--- config.mk ---
export PLATFORM = sky130hd
export DESIGN_NAME = dpm_ctrl
export DESIGN_NICKNAME = d
export VERILOG_FILES = /design/src/rtl/dpm_pkg.sv /design/src/rtl/dpm_sat_ctr.sv /design/src/rtl/dpm_tau_adapt.sv /design/src/rtl/dpm_ctrl.sv
export SDC_FILE = /design/constraint.sdc
export NUM_CORES = 1
export LEC_CHECK = 0
export CORE_MARGIN = 5
export CORE_UTILIZATION = 55
export DETAILED_ROUTE_END_ITERATION = 7
export GPL_TIMING_DRIVEN = 0
export HOLD_SLACK_MARGIN = 0.12
export PLACE_DENSITY = 0.82
export SLEW_MARGIN = 20
export SYNTH_ARGS = -nofsm -noshare
export SYNTH_HDL_FRONTEND = slang
export SYNTH_SLANG_ARGS = --single-unit
export TNS_END_PERCENT = 5
--- constraint.sdc ---
create_clock -name clk -period 6.1 [get_ports clk]
set_clock_uncertainty 0.1 [all_clocks]
set_input_delay 0.61 -clock clk [delete_from_list [all_inputs] [get_ports clk]]
set_output_delay 0.61 -clock clk [all_outputs]
set_load 0.01 [all_outputs]
--- src/rtl/dpm_pkg.sv ---
// Shared types for the device power-state controller.
// Assumes: state codes are visible at the block output and must stay fixed.
package dpm_pkg;

    typedef enum logic [2:0] {
        ST_RUN   = 3'd0,
        ST_IDLE  = 3'd1,
        ST_SHUT  = 3'd2,
        ST_SLEEP = 3'd3,
        ST_WAKE  = 3'd4
    } dpm_state_e;

endpackage

--- src/rtl/dpm_sat_ctr.sv ---
// Saturating up-counter with a clear that takes priority over counting.
// Assumes: clr and inc are synchronous to clk. The count holds at all ones.
module dpm_sat_ctr #(
    parameter int W = 16
) (
    input  logic         clk,
    input  logic         rst_n,
    input  logic         clr,
    input  logic         inc,
    output logic [W-1:0] cnt
);
    localparam logic [W-1:0] CNT_MAX = '1;

    // Count register: clear, step, or hold at the ceiling.
    always_ff @(posedge clk) begin
        if (!rst_n)
            cnt <= '0;
        else if (clr)
            cnt <= '0;
        else if (inc && cnt != CNT_MAX)
            cnt <= cnt + 1'b1;
    end
endmodule

--- src/rtl/dpm_tau_adapt.sv ---
// Holds the idle time-out. In fixed mode it follows the configured value.
// In adaptive mode it doubles or halves on each return to RUN, according to
// the length of the non-running stretch that just ended, then clamps to the bounds.
// Assumes: lo <= hi. idle_cnt is the stretch length minus one at the update edge.
module dpm_tau_adapt #(
    parameter int CW = 16
) (
    input  logic          clk,
    input  logic          rst_n,
    input  logic          adapt_en,
    input  logic          upd,
    input  logic [CW-1:0] tau_cfg,
    input  logic [CW-1:0] tau_lo,
    input  logic [CW-1:0] tau_hi,
    input  logic [CW-1:0] brk,
    input  logic [CW-1:0] idle_cnt,
    output logic [CW-1:0] tau_q
);
    localparam int WW = CW + 1;

    logic [WW-1:0] len_w;
    logic [WW-1:0] dbl_w;
    logic [WW-1:0] raw_w;
    logic [CW-1:0] tau_nxt;

    // Candidate value: doubled after a short stretch, halved after a long one.
    always_comb begin
        len_w = {1'b0, idle_cnt} + {{CW{1'b0}}, 1'b1};
        dbl_w = {tau_q, 1'b0};
        if (len_w < {1'b0, brk})
            raw_w = dbl_w;
        else if (len_w > dbl_w)
            raw_w = {2'b00, tau_q[CW-1:1]};
        else
            raw_w = {1'b0, tau_q};
        if (raw_w > {1'b0, tau_hi})
            tau_nxt = tau_hi;
        else if (raw_w < {1'b0, tau_lo})
            tau_nxt = tau_lo;
        else
            tau_nxt = raw_w[CW-1:0];
    end

    // Time-out register: track the configuration, or adapt on each update.
    always_ff @(posedge clk) begin
        if (!rst_n)
            tau_q <= tau_cfg;
        else if (!adapt_en)
            tau_q <= tau_cfg;
        else if (upd)
            tau_q <= tau_nxt;
    end
endmodule

--- src/rtl/dpm_ctrl.sv ---
// Device power-state controller: RUN / IDLE / SHUT / SLEEP / WAKE.
// It applies a time-out or a predictive shutdown policy, counts the power-down
// and power-up intervals, and latches demand that arrives during power-down.
// Assumes: configuration inputs are steady while the device is outside RUN.
module dpm_ctrl #(
    parameter int CW = 16
) (
    input  logic          clk,
    input  logic          rst_n,
    input  logic          req_i,
    input  logic          wake_i,
    input  logic          policy_i,
    input  logic          adapt_i,
    input  logic [CW-1:0] tau_i,
    input  logic [CW-1:0] tau_min_i,
    input  logic [CW-1:0] tau_max_i,
    input  logic [CW-1:0] brk_i,
    input  logic [CW-1:0] theta_i,
    input  logic [CW-1:0] tsd_i,
    input  logic [CW-1:0] twu_i,
    output logic          clk_en_o,
    output logic          pwr_en_o,
    output logic [2:0]    state_o,
    output logic          ready_o
);
    import dpm_pkg::*;

    dpm_state_e    state_q, state_d;
    logic [CW-1:0] busy_cnt, idle_cnt, dly_cnt, tau_q;
    logic          pend_q;

    // True when a counter that starts at 0 has completed lim cycles (0 acts as 1).
    function automatic logic reached(input logic [CW-1:0] cnt, input logic [CW-1:0] lim);
        logic [CW:0] c1;
        c1 = {1'b0, cnt} + {{CW{1'b0}}, 1'b1};
        return c1 >= {1'b0, lim};
    endfunction

    // Busy-run length: cycles in RUN with demand present.
    dpm_sat_ctr #(.W(CW)) u_busy (
        .clk(clk), .rst_n(rst_n),
        .clr(state_q != ST_RUN), .inc(req_i), .cnt(busy_cnt)
    );

    // Non-running stretch length: every cycle since RUN was left.
    dpm_sat_ctr #(.W(CW)) u_idle (
        .clk(clk), .rst_n(rst_n),
        .clr(state_q == ST_RUN), .inc(1'b1), .cnt(idle_cnt)
    );

    // Interval timer for SHUT and WAKE, restarted on every state change.
    dpm_sat_ctr #(.W(CW)) u_dly (
        .clk(clk), .rst_n(rst_n),
        .clr(state_d != state_q), .inc(1'b1), .cnt(dly_cnt)
    );

    // Time-out register, fixed or adaptive.
    dpm_tau_adapt #(.CW(CW)) u_tau (
        .clk(clk), .rst_n(rst_n), .adapt_en(adapt_i),
        .upd(state_q != ST_RUN && state_d == ST_RUN),
        .tau_cfg(tau_i), .tau_lo(tau_min_i), .tau_hi(tau_max_i),
        .brk(brk_i), .idle_cnt(idle_cnt), .tau_q(tau_q)
    );

    // Next-state decision for the policies and the timed intervals.
    always_comb begin
        state_d = state_q;
        case (state_q)
            ST_RUN: begin
                if (!req_i)
                    state_d = (policy_i && busy_cnt < theta_i) ? ST_SHUT : ST_IDLE;
            end
            ST_IDLE: begin
                if (req_i)
                    state_d = ST_RUN;
                else if (!policy_i && reached(idle_cnt, tau_q))
                    state_d = ST_SHUT;
            end
            ST_SHUT: begin
                if (reached(dly_cnt, tsd_i))
                    state_d = (pend_q || req_i) ? ST_WAKE : ST_SLEEP;
            end
            ST_SLEEP: begin
                if (req_i || wake_i)
                    state_d = ST_WAKE;
            end
            ST_WAKE: begin
                if (reached(dly_cnt, twu_i))
                    state_d = ST_RUN;
            end
            default: state_d = ST_RUN;
        endcase
    end

    // State register.
    always_ff @(posedge clk) begin
        if (!rst_n)
            state_q <= ST_RUN;
        else
            state_q <= state_d;
    end

    // Pending-demand flag, held only while power-down continues.
    always_ff @(posedge clk) begin
        if (!rst_n)
            pend_q <= 1'b0;
        else if (state_q == ST_SHUT && state_d == ST_SHUT)
            pend_q <= pend_q | req_i;
        else
            pend_q <= 1'b0;
    end

    // Output decode from the current state.
    always_comb begin
        state_o  = state_q;
        clk_en_o = (state_q == ST_RUN);
        ready_o  = (state_q == ST_RUN);
        pwr_en_o = (state_q != ST_SLEEP);
    end
endmodule

==> results_dict.tcl <==
set metrics [dict create \
    first_pass_iters 6 \
    max_stage_delay_ns 0.48 \
    fmax_mhz 172 \
    synth_simple_gate_area_share_pct 22.0 \
    synth_area_leaders "ha_1 (22%), dfxtp_1 (14%), edfxtp_1 (6.7%)" \
    die-height_um 125 \
    wl_met3_um 979 \
    tightestPinTransition_ns 0.873 \
    clk_pin_slew_ns 0.05 \
    synth_edf_count 16 \
    setup_violations 0 \
    clk_latency_ns 0.33 \
    viasPerCell 5.59 \
    p_leak_nw 4.31 \
    antenna_cells 0 \
    max_slew_margin_pct 41.3 \
    numCtsBuffers 9 \
    routedWlPerCell_um 14.6 \
    arrival_ns 5.81 \
    die-area_um2 15500 \
    first_global_vias 6815 \
    synth_compound_area_share_pct 19.7 \
    ys.flop_type "dfxtp_1" \
    wl_met2_um 8510 \
    synth_adder_area_share_pct 22.2 \
    pre_cts_ws_ns -0.826 \
    syn_nets 1186 \
    cts_buffer_depth 2 \
    overflow 0 \
    top_layer_used "met4" \
    dp.final_hpwl_um 15200 \
    fin_crit_ns 5.83 \
    detail-route-antenna-nets 0 \
    drc_errors 0 \
    slew_violations 0 \
    critPathCapture "u_tau.tau_q[15]$_DFFE_PP_" \
    hold_slack_ns 0.398 \
    yosysSeqAreaShare_pct 21.1 \
    root_buffer "clkbuf_16" \
    ys_ff_latch 68 \
    io_buffers 121 \
    syn_area_um2 7220 \
    num_rows 41 \
    cp-startpoint "u_idle.cnt[0]$_SDFFE_PP0P_" \
    synth-xor-area-share_pct 4.73 \
    rr_worst_depth 24 \
    p_per_area_nw_per_um2 168 \
    critPathRequiredTime_ns 6.08 \
    synth_top_family_by_area "adder cells" \
    n_fill_cell 1054 \
    start_util_pct 56.7 \
    wl_met1_um 8590 \
    fin_cells 1259 \
    synth_top_area_share_pct 22.2 \
    synth_cell_types 63 \
    worstHoldStart "u_idle.cnt[1]$_SDFFE_PP0P_" \
    async_reset_ff_share_pct 0 \
    grt_pass1_wl_um 30700 \
    hold_violations 0 \
    end_kind "flop" \
    dr_total_vias 7038 \
    avgSynthCellArea_um2 7.68 \
    cp_slowest_cell "or4_1" \
    drt-total-wl_um 18400 \
    synth_mux_area_share_pct 2.36 \
    worstPathCellList "ha_1 -> nand3_2 -> nor2_4 -> and2_4 -> xor2_2 -> buf_4 -> ha_1 -> nand4_1 -> or3_1 -> a21o_1 -> a31oi_4 -> buf_4 -> mux2i_1 -> a21oi_2 -> ha_1 -> nand3_1 -> or2_2 -> a21oi_1 -> nor3_1 -> a21boi_0 -> or4_1 -> buf_2 -> a21o_1 -> a31o_1" \
    ctsHoldBuffers 0 \
    path_class "reg -> reg" \
    status "completed" \
    reg2reg_from "u_idle.cnt[0]$_SDFFE_PP0P_" \
    layout_setup_ws_ns 0.270 \
    clkSinkCount 68 \
    fin_crit_sh_pct 95.6 \
    die_w_um 125 \
    drive_above_1_share_pct 8.00 \
    final_nets 1328 \
    maxCapViolCount 0 \
    routabilityCongestion 0.956 \
    grt_max_degree 17 \
    io_pins 124 \
    start_kind "flop" \
    r2r_end "u_tau.tau_q[15]$_DFFE_PP_" \
    synthesis.instances 940 \
    grt_util_all_layers_pct 22.8 \
    dp.cells 1233 \
    antenna_found_initial 0 \
    cts_tree "yes" \
    drtIter0Drc 426 \
    synthToLayoutAreaGrowth_pct 26.9 \
    path_max_fanout 7 \
    htree_levels 3 \
    worst_path_most_repeated_cell "ha_1" \
    synth_warnings 0 \
    coreArea_um2 12700 \
    r2r_slack_ns 0.27 \
    irDropWorstVdd_mv 0.158 \
    synth_top_area_cell "ha_1" \
    holdCritPathClass "reg -> reg" \
]
-- registers in the layout, summed over array words and instances (netlist names) --
name and flops:
u_busy.cnt 16, pend_q 1, state_o 3, u_tau.tau_q 16, u_idle.cnt 16, u_dly.cnt 16
-- cell usage after synthesis, types with 3 or more instances --
cell type	number
buf_2	4
nor3_1	40
ha_1	128
o2111a_1	3
a31oi_1	5
or2_2	22
clkbuf_1	22
o211ai_1	5
nand3b_1	3
o21ai_0	41
a211oi_1	13
a211o_1	3
nand2b_1	3
inv_1	121
a21oi_1	64
and2_1	4
o2111ai_1	3
xor2_1	23
a21o_1	26
nand2_1	35
or3_1	9
mux2i_1	17
nor2b_1	8
nand4_1	27
nor4_1	3
edfxtp_1	16
a2111oi_0	15
nor2_1	106
dfxtp_1	52
nand3_1	49
o31ai_1	3
xnor2_1	16
and3_1	6
and4_1	3
o21a_1	6
-- report_power, final --
part,internal [mW],leakage (nW),switching [mW]
registers,0.491,0.581,0.0280
logic,0.237,3.58,0.279
clock network,0.310,0.147,0.192
total,1.04,4.31,0.499
-- cell type report --
type	instances	area (um2)	area share (%)
buffer	28	130	1.42
clock inverter	5	32.5	0.355
tap	172	215	2.35
sequential	68	1520	16.6
timing repair buffer	132	1290	14.1
multi-input combinational	721	5240	57.2
clock buffer	11	264	2.88
inverter	122	463	5.05
-- metrics by stage --
step	area [um2]	total power, mW	setup TNS, ns	util (%)
6_report	9160	1.54	0	72.0
5_1_grt	9160	1.62	-0.350	72.0
4_1_cts	9010	1.52	0	70.8
3_5_place_dp	8650	1.02	-12.41	68.0
3_3_place_gp	8650	1.01	-11.41	68.0
2_1_floorplan	7220	0.832	0	-
-- repair_timing --
action	4_1_cts	5_1_grt
setup buffers	2	9
gates resized for setup	12	34
endpoints found under the setup margin	16	16
pin swaps	2	6
-- worst min-delay path by stage --
stage	end	slack (ns)	cells past startpoint
final	u_idle.cnt[1]$_SDFFE_PP0P_	0.40	2
after global routing	u_idle.cnt[1]$_SDFFE_PP0P_	0.43	2
after CTS	u_idle.cnt[1]$_SDFFE_PP0P_	0.40	2
after detailed placement	u_idle.cnt[1]$_SDFFE_PP0P_	0.40	2
after global placement	u_idle.cnt[1]$_SDFFE_PP0P_	0.38	2
after floorplan	u_idle.cnt[1]$_SDFFE_PP0P_	0.36	2
-- cells by family after synthesis --
logic type      Yosys count
compound gates          213
xor+xnor                 39
flops                    68
mux                      17
simple gates            324
fa+ha+maj               128
buf+inv                 151
-- layer usage --
metal | track usage [%] | vias up
li1 | - | 3650
met4 | 6.77 | 0
met3 | 2.87 | 31
met1 | 30.7 | 3141
met2 | 38.1 | 216
met5 | 0 | -
-- worst max-delay path: cells and delay by family, from the launching register on --
family / cells / cell delay, ns
adder cells (fa/ha/maj): 3 / 0.82
buffers and inverters: 3 / 0.52
multiplexers: 1 / 0.30
AND/OR/NAND/NOR: 9 / 2.03
flip-flops: 1 / 0.40
AO/OA/AOI/OAI: 7 / 1.31
XOR/XNOR: 1 / 0.08
-- cell usage in the layout, fill, tap and decap left out, types with 22 or more instances in the layout --
cell type,Yosys,layout
nand4_1,27,27
o21ai_0,41,40
nor2_1,106,104
a21oi_1,64,61
nand3_1,49,48
ha_1,128,128
clkdlybuf4s50_1,0,121
or2_2,22,22
a21o_1,26,26
dfxtp_1,52,51
nor3_1,40,40
nand2_1,35,35
inv_1,121,121
No activity file was read; power rests on OpenSTA's default activity.
